===== src/rtl/wdt_pkg.sv =====
package wdt_pkg;
    localparam int ADDR_W = 4;
    localparam int DATA_W = 32;
    localparam logic [DATA_W-1:0] KICK_KEY = 32'h0000_0076;
    localparam int BASE_EXP = 16;

    typedef enum logic [1:0] {
        SEL_CTRL  = 2'd0,
        SEL_RANGE = 2'd1,
        SEL_COUNT = 2'd2,
        SEL_KICK  = 2'd3
    } reg_sel_e;

    typedef enum logic {
        RESP_RESET = 1'b0,
        RESP_IRQ   = 1'b1
    } resp_mode_e;

    typedef struct packed {
        resp_mode_e mode;
        logic       en;
    } ctrl_t;

    typedef struct packed {
        logic [3:0] init_code;
        logic [3:0] run_code;
    } range_t;

    typedef struct packed {
        logic arm;
        logic kick;
    } cmd_t;

    function automatic int period_exp(input logic [3:0] code, input int shift);
        return BASE_EXP + int'(code) - shift;
    endfunction
endpackage


===== src/rtl/wdt_regs.sv =====
module wdt_regs
    import wdt_pkg::*;
#(
    parameter int CNT_W = 18
) (
    input  logic              clk,
    input  logic              rst,
    input  logic [ADDR_W-1:0] bus_addr,
    input  logic              bus_we,
    input  logic [DATA_W-1:0] bus_wdata,
    input  logic [CNT_W-1:0]  cnt,
    output logic [DATA_W-1:0] bus_rdata,
    output ctrl_t             ctrl,
    output range_t            range,
    output cmd_t              cmd
);
    reg_sel_e sel;
    logic     aligned;
    logic     wr_ctrl, wr_range, wr_kick;

    assign sel      = reg_sel_e'(bus_addr[3:2]);
    assign aligned  = (bus_addr[1:0] == 2'b00);
    assign wr_ctrl  = bus_we && aligned && (sel == SEL_CTRL);
    assign wr_range = bus_we && aligned && (sel == SEL_RANGE);
    assign wr_kick  = bus_we && aligned && (sel == SEL_KICK);

    assign cmd.arm  = wr_ctrl && bus_wdata[0] && !ctrl.en;
    assign cmd.kick = wr_kick && (bus_wdata == KICK_KEY) && ctrl.en;

    always_ff @(posedge clk) begin
        if (rst) begin
            ctrl  <= '{mode: RESP_RESET, en: 1'b0};
            range <= '0;
        end else begin
            if (wr_ctrl) begin
                ctrl.en   <= ctrl.en | bus_wdata[0];
                ctrl.mode <= resp_mode_e'(bus_wdata[1]);
            end
            if (wr_range) begin
                range <= bus_wdata[7:0];
            end
        end
    end

    always_comb begin
        bus_rdata = '0;
        if (aligned) begin
            unique case (sel)
                SEL_CTRL:  bus_rdata = DATA_W'(ctrl);
                SEL_RANGE: bus_rdata = DATA_W'(range);
                SEL_COUNT: bus_rdata = DATA_W'(cnt);
                SEL_KICK:  bus_rdata = '0;
            endcase
        end
    end
endmodule


===== src/rtl/wdt_counter.sv =====
module wdt_counter
    import wdt_pkg::*;
#(
    parameter int SHIFT = 14,
    parameter int CNT_W = 18
) (
    input  logic             clk,
    input  logic             rst,
    input  logic             en,
    input  cmd_t             cmd,
    input  range_t           range,
    output logic [CNT_W-1:0] cnt,
    output logic             expire
);
    logic [CNT_W-1:0] init_load, run_load;

    always_comb begin
        init_load = (CNT_W'(1) << period_exp(range.init_code, SHIFT)) - CNT_W'(1);
        run_load  = (CNT_W'(1) << period_exp(range.run_code, SHIFT)) - CNT_W'(1);
    end

    assign expire = en && (cnt == '0) && !cmd.kick;

    always_ff @(posedge clk) begin
        if (rst) begin
            cnt <= '0;
        end else if (cmd.arm) begin
            cnt <= init_load;
        end else if (cmd.kick || expire) begin
            cnt <= run_load;
        end else if (en) begin
            cnt <= cnt - CNT_W'(1);
        end
    end
endmodule


===== src/rtl/wdt_response.sv =====
module wdt_response
    import wdt_pkg::*;
#(
    parameter int RST_LEN = 8
) (
    input  logic       clk,
    input  logic       rst,
    input  logic       expire,
    input  logic       kick,
    input  resp_mode_e mode,
    output logic       irq,
    output logic       sys_rst
);
    localparam int PW = $clog2(RST_LEN + 1);

    logic [PW-1:0] pulse_left;
    logic          fire;

    assign fire    = expire && ((mode == RESP_RESET) || irq);
    assign sys_rst = (pulse_left != '0);

    always_ff @(posedge clk) begin
        if (rst) begin
            irq        <= 1'b0;
            pulse_left <= '0;
        end else begin
            if (kick || fire) begin
                irq <= 1'b0;
            end else if (expire) begin
                irq <= 1'b1;
            end
            if (fire) begin
                pulse_left <= PW'(RST_LEN);
            end else if (pulse_left != '0) begin
                pulse_left <= pulse_left - PW'(1);
            end
        end
    end
endmodule


===== src/rtl/wdt_top.sv =====
module wdt_top
    import wdt_pkg::*;
#(
    parameter int SHIFT   = 0,
    parameter int RST_LEN = 8
) (
    input  logic              clk,
    input  logic              rst,
    input  logic [ADDR_W-1:0] bus_addr,
    input  logic              bus_we,
    input  logic [DATA_W-1:0] bus_wdata,
    output logic [DATA_W-1:0] bus_rdata,
    output logic              irq_o,
    output logic              sys_rst_o
);
    localparam int CNT_W = BASE_EXP + 16 - SHIFT;

    ctrl_t            ctrl;
    range_t           range;
    cmd_t             cmd;
    logic [CNT_W-1:0] cnt;
    logic             expire;
    logic             en_w;
    logic             mode_w;
    logic             kick_w;
    logic [3:0]       run_code_w;

    assign en_w       = ctrl.en;
    assign mode_w     = ctrl.mode;
    assign kick_w     = cmd.kick;
    assign run_code_w = range.run_code;

    wdt_regs #(.CNT_W(CNT_W)) u_regs (
        .clk       (clk),
        .rst       (rst),
        .bus_addr  (bus_addr),
        .bus_we    (bus_we),
        .bus_wdata (bus_wdata),
        .cnt       (cnt),
        .bus_rdata (bus_rdata),
        .ctrl      (ctrl),
        .range     (range),
        .cmd       (cmd)
    );

    wdt_counter #(.SHIFT(SHIFT), .CNT_W(CNT_W)) u_counter (
        .clk    (clk),
        .rst    (rst),
        .en     (ctrl.en),
        .cmd    (cmd),
        .range  (range),
        .cnt    (cnt),
        .expire (expire)
    );

    wdt_response #(.RST_LEN(RST_LEN)) u_resp (
        .clk     (clk),
        .rst     (rst),
        .expire  (expire),
        .kick    (cmd.kick),
        .mode    (ctrl.mode),
        .irq     (irq_o),
        .sys_rst (sys_rst_o)
    );
endmodule


===== config.mk =====
export PLATFORM = sky130hd
export DESIGN_NAME = wdt_top
export DESIGN_NICKNAME = d
export VERILOG_FILES = /design/src/rtl/wdt_pkg.sv /design/src/rtl/wdt_regs.sv /design/src/rtl/wdt_counter.sv /design/src/rtl/wdt_response.sv /design/src/rtl/wdt_top.sv
export SDC_FILE = /design/constraint.sdc
export NUM_CORES = 1
export LEC_CHECK = 0
export BUFFER_PORTS_ARGS = -buffer_cell sky130_fd_sc_hd__buf_2
export CAP_MARGIN = 20
export CORE_ASPECT_RATIO = 0.6
export CORE_MARGIN = 3
export CORE_UTILIZATION = 57
export CTS_BUF_LIST = sky130_fd_sc_hd__clkbuf_8
export CTS_CLUSTER_DIAMETER = 30
export DETAILED_ROUTE_END_ITERATION = 10
export GPL_TIMING_DRIVEN = 0
export HOLD_SLACK_MARGIN = 0.05
export PLACE_DENSITY = 0.83
export SYNTH_ARGS = -nofsm -noshare
export SYNTH_HDL_FRONTEND = slang
export SYNTH_SLANG_ARGS = --single-unit

===== constraint.sdc =====
create_clock -name clk -period 2.9 [get_ports clk]
set_input_delay 0 -clock clk [delete_from_list [all_inputs] [get_ports clk]]
set_output_delay 0 -clock clk [all_outputs]
set_load 0.005 [all_outputs]

==> results_dict.tcl, run 1 <==
set metrics [dict create \
    endpoint_kind "register" \
    grt_max_degree 17 \
    grt_pass1_vias 3639 \
    ys.flop_type "dfxtp_1" \
    setup_tns_ns 0 \
    antenna_cells 0 \
    ys_seq_elements 47 \
    grt_overflow_total 0 \
    synth_edf_count 0 \
    root_buffer "clkbuf_8" \
    total_leakage_power_uw 0.00184 \
    async_flop_share 0 \
    power.total_uw 1700 \
    portBuffers 71 \
    grt_pass1_wl_um 18500 \
    vias_per_cell 6.48 \
    outcome "completed" \
    antenna_found_initial 0 \
    finalHoldViolations 0 \
    fmax_mhz 351 \
    cts_made_buffers 5 \
    grt_usage 0.331 \
    clk_pin_slew_ns 0.10 \
    place_inst 614 \
    start_util 0.609 \
    min_period_ns 2.85 \
    drtIter0Drc 436 \
    layout-drive-gt1-share 0.195 \
    rows 21 \
    gp_congestion 0.989 \
    synth_cell_types 67 \
    rsz0062_at_grt "true" \
    routed_wl_um 12000 \
    die_w_um 107 \
    hpwl_um 9010 \
    instances_no_fill 630 \
    ys_warn_count 0 \
    die_area_sq_um 7150 \
    clock-sinks 47 \
    coreArea_sq_um 5750 \
    maxSlewViolCount 0 \
    powerDensity_nw_per_um2 408 \
    final_common_cell "buf_2" \
    cts_tree "done" \
    startpoint_type "register" \
    whs_ns 0.0748 \
    synth.avg_cell_area_sq_um 7.57 \
    required_ns 3.12 \
    htreeDepth 2 \
    irDropWorstVdd_uv 224 \
    slew_headroom 0.397 \
    worstMarginPinSlew_ns 0.897 \
    final-setup-viol-count 0 \
    dp_worst_setup_slack_ns 0.0585 \
    synthCells 463 \
    first_pass_iters 6 \
    worst-path-max-fanout 8 \
    drc 0 \
    setup_slack_ns 0.0481 \
    wl_per_cell_um 19.1 \
    nets 594 \
    crit_type "reg2reg" \
    die_h_um 66.7 \
    cap_violations 0 \
    synth.cell_area_sq_um 3500 \
    ioPinCount 73 \
    min_path_type "in2reg" \
    mostFrequentLayoutCells "buf_2 (74), nor2_1 (54), dfxtp_1 (47)" \
    insertion_delay_ns 0.31 \
    clockBufferDepth 2 \
    fin_crit_sh 0.983 \
    final_antenna_net_count 0 \
    vias 4084 \
    fin_skew_ns 0.0110 \
    ys_seq_area_frac 0.269 \
    arrival_ns 3.07 \
    area_delta_synth_final_pct 18.9 \
    synth_nets 508 \
]
## metal layers
layer  track usage  up-vias  part of all wire
met4        0.0718        0             0.013
met3        0.0755       28              0.14
li1              -     1891                 -
met1         0.473     1863              0.44
met5             0        -                 0
met2         0.506      302              0.41
## critical path, stage by stage (launching register included)
cell,delay [ns]
dfxtp_1,0.38
or4_1,0.54
buf_2,0.19
nor4_2,0.75
nand3_1,0.20
xor2_1,0.19
mux2_2,0.26
o31ai_1,0.24
## stage by stage
| step | utilization | instance area, sq um |
|---|---|---|
| final | 0.724 | 4170 |
| after global routing | 0.724 | 4170 |
| after CTS | 0.718 | 4130 |
| after detailed placement | 0.688 | 3960 |
| after global placement | 0.688 | 3960 |
| after floorplan | - | 3500 |
## repair_timing
item | CTS | global route
hold buffers | 8 | 0
setup endpoints to repair | 0 | 23
resized for setup | 0 | 6
setup buffers | 0 | 0
hold endpoints to repair | 9 | 0
## power breakdown
group	switching [uW]	internal (uW)	total (uW)
Sequential	41.4	684	725
Clock	254	173	427
Combinational	318	230	548
## layout make-up
class                   instances  area [sq um]
plain buffers                  31           128
clock buffers                   5          68.8
clock inverters                 3          23.8
fillers                       466          1590
inverters                      14          52.6
multi-input cells             371          2420
flip-flops and latches         47           941
well taps                      80           100
repair buffers                 79           435
## cell usage after synthesis (6+ instances only)
library cell | count | area [sq um]
xnor2_1 | 10 | 87.6
a31oi_1 | 9 | 56.3
nand2b_1 | 6 | 37.5
and3_1 | 26 | 163
xor2_1 | 8 | 70.1
nor4_1 | 14 | 87.6
nor2_1 | 54 | 203
mux2i_1 | 11 | 110
inv_1 | 13 | 48.8
dfxtp_1 | 47 | 941
ha_1 | 6 | 75.1
nand4_1 | 6 | 37.5
nor3_1 | 13 | 65.1
nand2_1 | 38 | 143
o211ai_1 | 7 | 52.6
o21a_1 | 11 | 82.6
o21ai_0 | 19 | 95.1
or3_1 | 8 | 50.1
clkbuf_1 | 25 | 93.8
a22oi_1 | 7 | 52.6
a21oi_1 | 22 | 110
nand3_1 | 13 | 65.1
or4_1 | 7 | 52.6
## worst paths after layout
| check | start | endpoint | slack, ns | cells after the start |
|---|---|---|---|---|
| max | u_counter.cnt[4] | u_counter.cnt[29] | 0.05 | 7 |
| min | bus_addr[0] | u_regs.ctrl[1] | 0.07 | 4 |
| max reg2reg | u_counter.cnt[4] | u_counter.cnt[29] | 0.05 | 7 |
| min reg2reg | u_regs.ctrl[1] | u_regs.ctrl[1] | 0.51 | 2 |
## state kept, by name, summed over array words and instances (netlist names)
register and count:
u_resp.pulse_left 4, u_regs.range 8, u_counter.cnt 32, u_regs.ctrl 2, u_resp.irq 1
## logic make-up (layout without fill, tap and decap cells)
group           count (synthesis)  after routing  synth area share
simple gates                  215            215             0.334
compound gates                120            120             0.245
flops                          47             47             0.269
buf+inv                        45            132            0.0514
xor+xnor                       18             18            0.0450
mux                            12             12            0.0346
fa+ha+maj                       6              6            0.0214
Power figures use the tool's default switching activity.
==> inputs of run 2 (changes only) <==
--- a/config.mk
+++ b/config.mk
@@ -16,6 +16,7 @@
 export GPL_TIMING_DRIVEN = 0
 export HOLD_SLACK_MARGIN = 0.05
 export PLACE_DENSITY = 0.83
+export REMOVE_ABC_BUFFERS = 1
 export SYNTH_ARGS = -nofsm -noshare
 export SYNTH_HDL_FRONTEND = slang
 export SYNTH_SLANG_ARGS = --single-unit
==> run 2 against run 1 <==
Net effect: register-to-register slack about the same; power rose by 4.8%; global-route usage down 2.1 points; maximum frequency barely moved; wire length down 6.9%; via count fell by 2.9%; final cell count fell by 4.3%; hold slack got worse by 0.0076 ns; first-iteration DRC count rose by 52%.
==> results_dict.tcl, run 2 (synthesis results as in run 1) <==
set metrics [dict create \
    final_core_util 0.719 \
    finalHoldViolations 0 \
    maxSlewViolCount 0 \
    grt_overflow_total 0 \
    min_period_ns 2.85 \
    routed_wl_um 11200 \
    worstHoldStart "bus_addr[1]" \
    grt_usage 0.310 \
    r2r-start "u_counter.cnt[9]" \
    worstMarginPinSlew_ns 0.979 \
    cts_made_buffers 5 \
    design_area_sq_um 4140 \
    clk_pin_slew_ns 0.09 \
    arrival_ns 3.06 \
    area_delta_synth_final_pct 18.0 \
    cts_tree "done" \
    drtIter0Drc 663 \
    final_common_cell "buf_2" \
    mostFrequentLayoutCells "buf_2 (72), nor2_1 (54), dfxtp_1 (46)" \
    vias 3964 \
    ioPinCount 73 \
    clockBufferDepth 2 \
    num-fill-cells 467 \
    worst-r2r-cell-count 6 \
    whs_path_depth 4 \
    hold_end "u_regs.ctrl[1]" \
    nets 567 \
    rr_endpoint "u_counter.cnt[24]" \
    fin_skew_ns 0.00796 \
    vias_per_cell 6.57 \
    antenna_cells 0 \
    fmax_mhz 350 \
    setup_tns_ns 0 \
    gp_congestion 0.992 \
    grt_max_degree 38 \
    wl_per_cell_um 18.6 \
    antenna_found_initial 0 \
    largest_reg_flops 32 \
    htreeDepth 2 \
    total_leakage_power_uw 0.00184 \
    required_ns 3.10 \
    layout-drive-gt1-share 0.208 \
    powerDensity_nw_per_um2 431 \
    die_h_um 66.7 \
    portBuffers 72 \
    first_pass_iters 7 \
    final_antenna_net_count 0 \
    start_util 0.609 \
    rsz0062_at_grt "true" \
    startpoint_type "register" \
    r2r_setup_slack_ns 0.05 \
    die_w_um 107 \
    grt_pass1_vias 3411 \
    fin_crit_sh 0.984 \
    top_register "u_counter.cnt" \
    worst-path-max-fanout 7 \
    coreArea_sq_um 5750 \
    hpwl_um 8030 \
    reg.largest.list "u_counter.cnt x32, u_regs.range x8, u_resp.pulse_left x4" \
    insertion_delay_ns 0.31 \
    rows 21 \
    placed_cell_area_sq_um 3880 \
    final-setup-viol-count 0 \
    outcome "completed" \
    min_path_type "in2reg" \
    cap_violations 0 \
    die_area_sq_um 7150 \
    irDropWorstVdd_uv 220 \
    root_buffer "clkbuf_8" \
    drc 0 \
    grt_pass1_wl_um 17300 \
    endpoint_kind "register" \
    crit_type "reg2reg" \
    slew_headroom 0.345 \
    clock-sinks 47 \
]
run 2: cell type report:
cell class	count	area, sq um	area share
Clock buffer	6	82.6	0.0200
Inverter	14	52.6	0.0127
Tap cell	80	100	0.0242
Sequential cell	47	942	0.228
Multi-Input combinational cell	371	2440	0.591
Timing Repair Buffer	83	478	0.116
Clock inverter	2	35.0	0.00847
run 2: how the worst max path moves through the flow:
stage / from / end / slack (ns) / cells after the start
2_1_floorplan: u_regs.ctrl[0] / u_counter.cnt[2] / 0.33 / 6
3_3_place_gp: bus_addr[0] / u_counter.cnt[26] / -0.38 / 7
3_5_place_dp: u_regs.ctrl[0] / u_counter.cnt[2] / -0.16 / 7
4_1_cts: u_counter.cnt[0] / u_counter.cnt[23] / 0.06 / 8
5_1_grt: u_counter.cnt[9] / u_counter.cnt[24] / -0.04 / 6
6_report: u_counter.cnt[9] / u_counter.cnt[24] / 0.05 / 6
run 2: power breakdown:
part	internal, uW	switching, uW
clock	279	237
combinational	230	306
sequential	684	44.6
run 2: critical path: stages, from the launching register on:
cell and delay [ns]:
dfxtp_1 0.39, or4_1 0.65, nand4b_4 0.30, or4_1 0.61, o41ai_4 0.40, nor3_1 0.11, a211o_1 0.29
run 2: repair_timing:
item	CTS	global route
setup buffers	0	0
hold buffers	8	0
resized for setup	2	7
cloned	0	0
endpoints found under the setup margin	22	13
hold endpoints to repair	9	0
pin swaps	0	0
run 2: layer usage:
layer,vias up,global-route usage,share of wire
met3,16,0.0639,0.13
met5,-,0,0
met4,0,0.0877,0.011
met2,268,0.474,0.43
met1,1838,0.440,0.43
li1,1842,-,-
run 2: stage by stage:
stage                     hold WS (ns)  setup WS, ns  total power, uW  cells
final                           0.0672        0.0465             1780    603
after global routing             0.106       -0.0417             1860    603
after CTS                       0.0624        0.0553             1760    603
after detailed placement         0.256        -0.165             1240    587
after global placement           0.240        -0.383             1220    584
after floorplan                 0.0646         0.327             1100    432
==> inputs of run 3 (changes only) <==
--- a/config.mk
+++ b/config.mk
@@ -7,10 +7,9 @@
 export LEC_CHECK = 0
 export BUFFER_PORTS_ARGS = -buffer_cell sky130_fd_sc_hd__buf_2
 export CAP_MARGIN = 20
-export CORE_ASPECT_RATIO = 0.6
 export CORE_MARGIN = 3
 export CORE_UTILIZATION = 57
-export CTS_BUF_LIST = sky130_fd_sc_hd__clkbuf_8
+export CTS_BUF_LIST = sky130_fd_sc_hd__clkbuf_4
 export CTS_CLUSTER_DIAMETER = 30
 export DETAILED_ROUTE_END_ITERATION = 10
 export GPL_TIMING_DRIVEN = 0
==> run 3 against run 2 <==
Net effect: sequential share of layout area is 0.19 points higher; critical path depth is 2 higher; cell area is 0.58% lower; register-to-register slack better by 0.04 ns; critical path type unchanged; largest power group unchanged.
==> results_dict.tcl, run 3 (synthesis results as in run 1) <==
set metrics [dict create \
    antenna_found_initial 0 \
    routed_wl_um 10500 \
    irDropWorstVdd_uv 272 \
    p_switching_uw 564 \
    largest_reg_flops 32 \
    required_ns 3.16 \
    grt_max_degree 38 \
    maxSlewViolCount 0 \
    p_seq_frac 0.414 \
    drtIter0Drc 463 \
    insertion_delay_ns 0.35 \
    arrival_ns 3.07 \
    antenna_cells 0 \
    path_cells "inv_1, ha_1, or4bb_1, or4_1, or4_4, nand3_2, inv_1, a221o_1" \
    fmax_mhz 356 \
    cts_tree "done" \
    num-fill-cells 451 \
    final-setup-viol-count 0 \
    nets 568 \
    start_util 0.614 \
    clock-sinks 47 \
    p_int_uw 1190 \
    grt_pass1_wl_um 16900 \
    wl_per_cell_um 17.6 \
    die_w_um 84.4 \
    clockBufferDepth 2 \
    die_h_um 84.4 \
    setup_slack_ns 0.0888 \
    gp_congestion 0.940 \
    power.total_uw 1760 \
    slew_headroom 0.337 \
    outcome "completed" \
    portBuffers 72 \
    ioPinCount 73 \
    fin_crit_sh 0.969 \
    top_register "u_counter.cnt" \
    hpwl_um 7280 \
    power_frac_comb 0.301 \
    die_area_sq_um 7120 \
    grt_overflow_total 0 \
    crit_type "reg2reg" \
    rows 27 \
    layout-drive-gt1-share 0.206 \
    cap_violations 0 \
    total_leakage_power_uw 0.00183 \
    vias 3885 \
    clock_power_share 0.285 \
    critical-path-max-stage-delay_ns 0.56 \
    clk_pin_slew_ns 0.15 \
    root_buffer "clkbuf_4" \
    setup_tns_ns 0 \
    drt-met1-wl_um 4280 \
    reg.largest.list "u_counter.cnt x32, u_regs.range x8, u_resp.pulse_left x4" \
    top_layer_used "met4" \
    powerDensity_nw_per_um2 427 \
    met2_length_um 4920 \
    htreeDepth 2 \
    coreArea_sq_um 5710 \
    vias_per_cell 6.52 \
    min_period_ns 2.81 \
    dp_worst_setup_slack_ns -0.0384 \
    cp_slowest_cell "or4_1" \
    final_antenna_net_count 0 \
    fin_skew_ns 0.0111 \
    final_common_cell "buf_2" \
    wl_met3_um 1070 \
    crit_path_frequent_cell "inv_1" \
    startpoint_type "register" \
    drc 0 \
    sw_frac_of_total 0.321 \
    worstMarginPinSlew_ns 0.991 \
    grt_pass1_vias 3654 \
    endpoint_kind "register" \
    rsz0062_at_grt "false" \
    mostFrequentLayoutCells "buf_2 (72), nor2_1 (54), dfxtp_1 (46)" \
    grt_usage 0.284 \
    min_path_type "in2reg" \
    cts_made_buffers 5 \
    finalHoldViolations 0 \
    area_delta_synth_final_pct 17.4 \
    first_pass_iters 5 \
    worst-path-max-fanout 9 \
]
## run 3: layer usage
| metal | vias to the layer above | track usage |
|---|---|---|
| li1 | 1848 | - |
| met1 | 1788 | 0.365 |
| met2 | 226 | 0.475 |
| met3 | 23 | 0.0599 |
| met4 | 0 | 0.0921 |
| met5 | - | 0 |
## run 3: final cells by class
cell class	instances	area, sq um	share of cell area
clock inverters	2	60.1	0.0146
multi-input cells	371	2430	0.591
well taps	72	90.1	0.0219
inverters	14	52.6	0.0128
flip-flops and latches	47	945	0.230
repair buffers	84	488	0.119
clock buffers	6	45.0	0.0110
## run 3: what timing repair did
action	in CTS	in global routing
setup endpoints to repair	7	9
resized for setup	1	7
hold endpoints to repair	9	0
hold buffers	9	0
buffers inserted	0	0
## run 3: final timing paths
| path | depth (start not counted) | slack, ns | end | start |
|---|---|---|---|---|
| worst max-delay path | 8 | 0.09 | u_counter.cnt[23] | u_counter.cnt[0] |
| worst min-delay path | 5 | 0.12 | u_regs.ctrl[1] | bus_addr[1] |
| worst max register to register | 8 | 0.09 | u_counter.cnt[23] | u_counter.cnt[0] |
| worst min register to register | 2 | 0.50 | u_regs.ctrl[1] | u_regs.ctrl[1] |
## run 3: power groups by stage
stage / registers, uW / clock network (uW) / logic, uW
after global routing: 733 / 537 / 585
after floorplan: 729 / 0 / 368
after global placement: 739 / 0 / 481
final: 727 / 500 / 528
after detailed placement: 741 / 0 / 499
after CTS: 727 / 506 / 512
## run 3: stage by stage
| stage | instance area [sq um] | instances | util | hold WS (ns) |
|---|---|---|---|---|
| 5_1_grt | 4110 | 596 | 0.720 | 0.111 |
| 6_report | 4110 | 596 | 0.720 | 0.116 |
| 4_1_cts | 4070 | 596 | 0.712 | 0.110 |
| 3_3_place_gp | 3830 | 576 | 0.670 | 0.245 |
| 2_1_floorplan | 3380 | 432 | - | 0.0646 |
| 3_5_place_dp | 3870 | 579 | 0.678 | 0.266 |
## run 3: worst max-delay path, delay by kind of cell (launching register included)
family | cells | cell delay [ns]
adder cells (fa/ha/maj) | 1 | 0.14
AND/OR/NAND/NOR | 4 | 1.73
flip-flops | 1 | 0.38
AO/OA/AOI/OAI | 1 | 0.29
buffers and inverters | 2 | 0.18
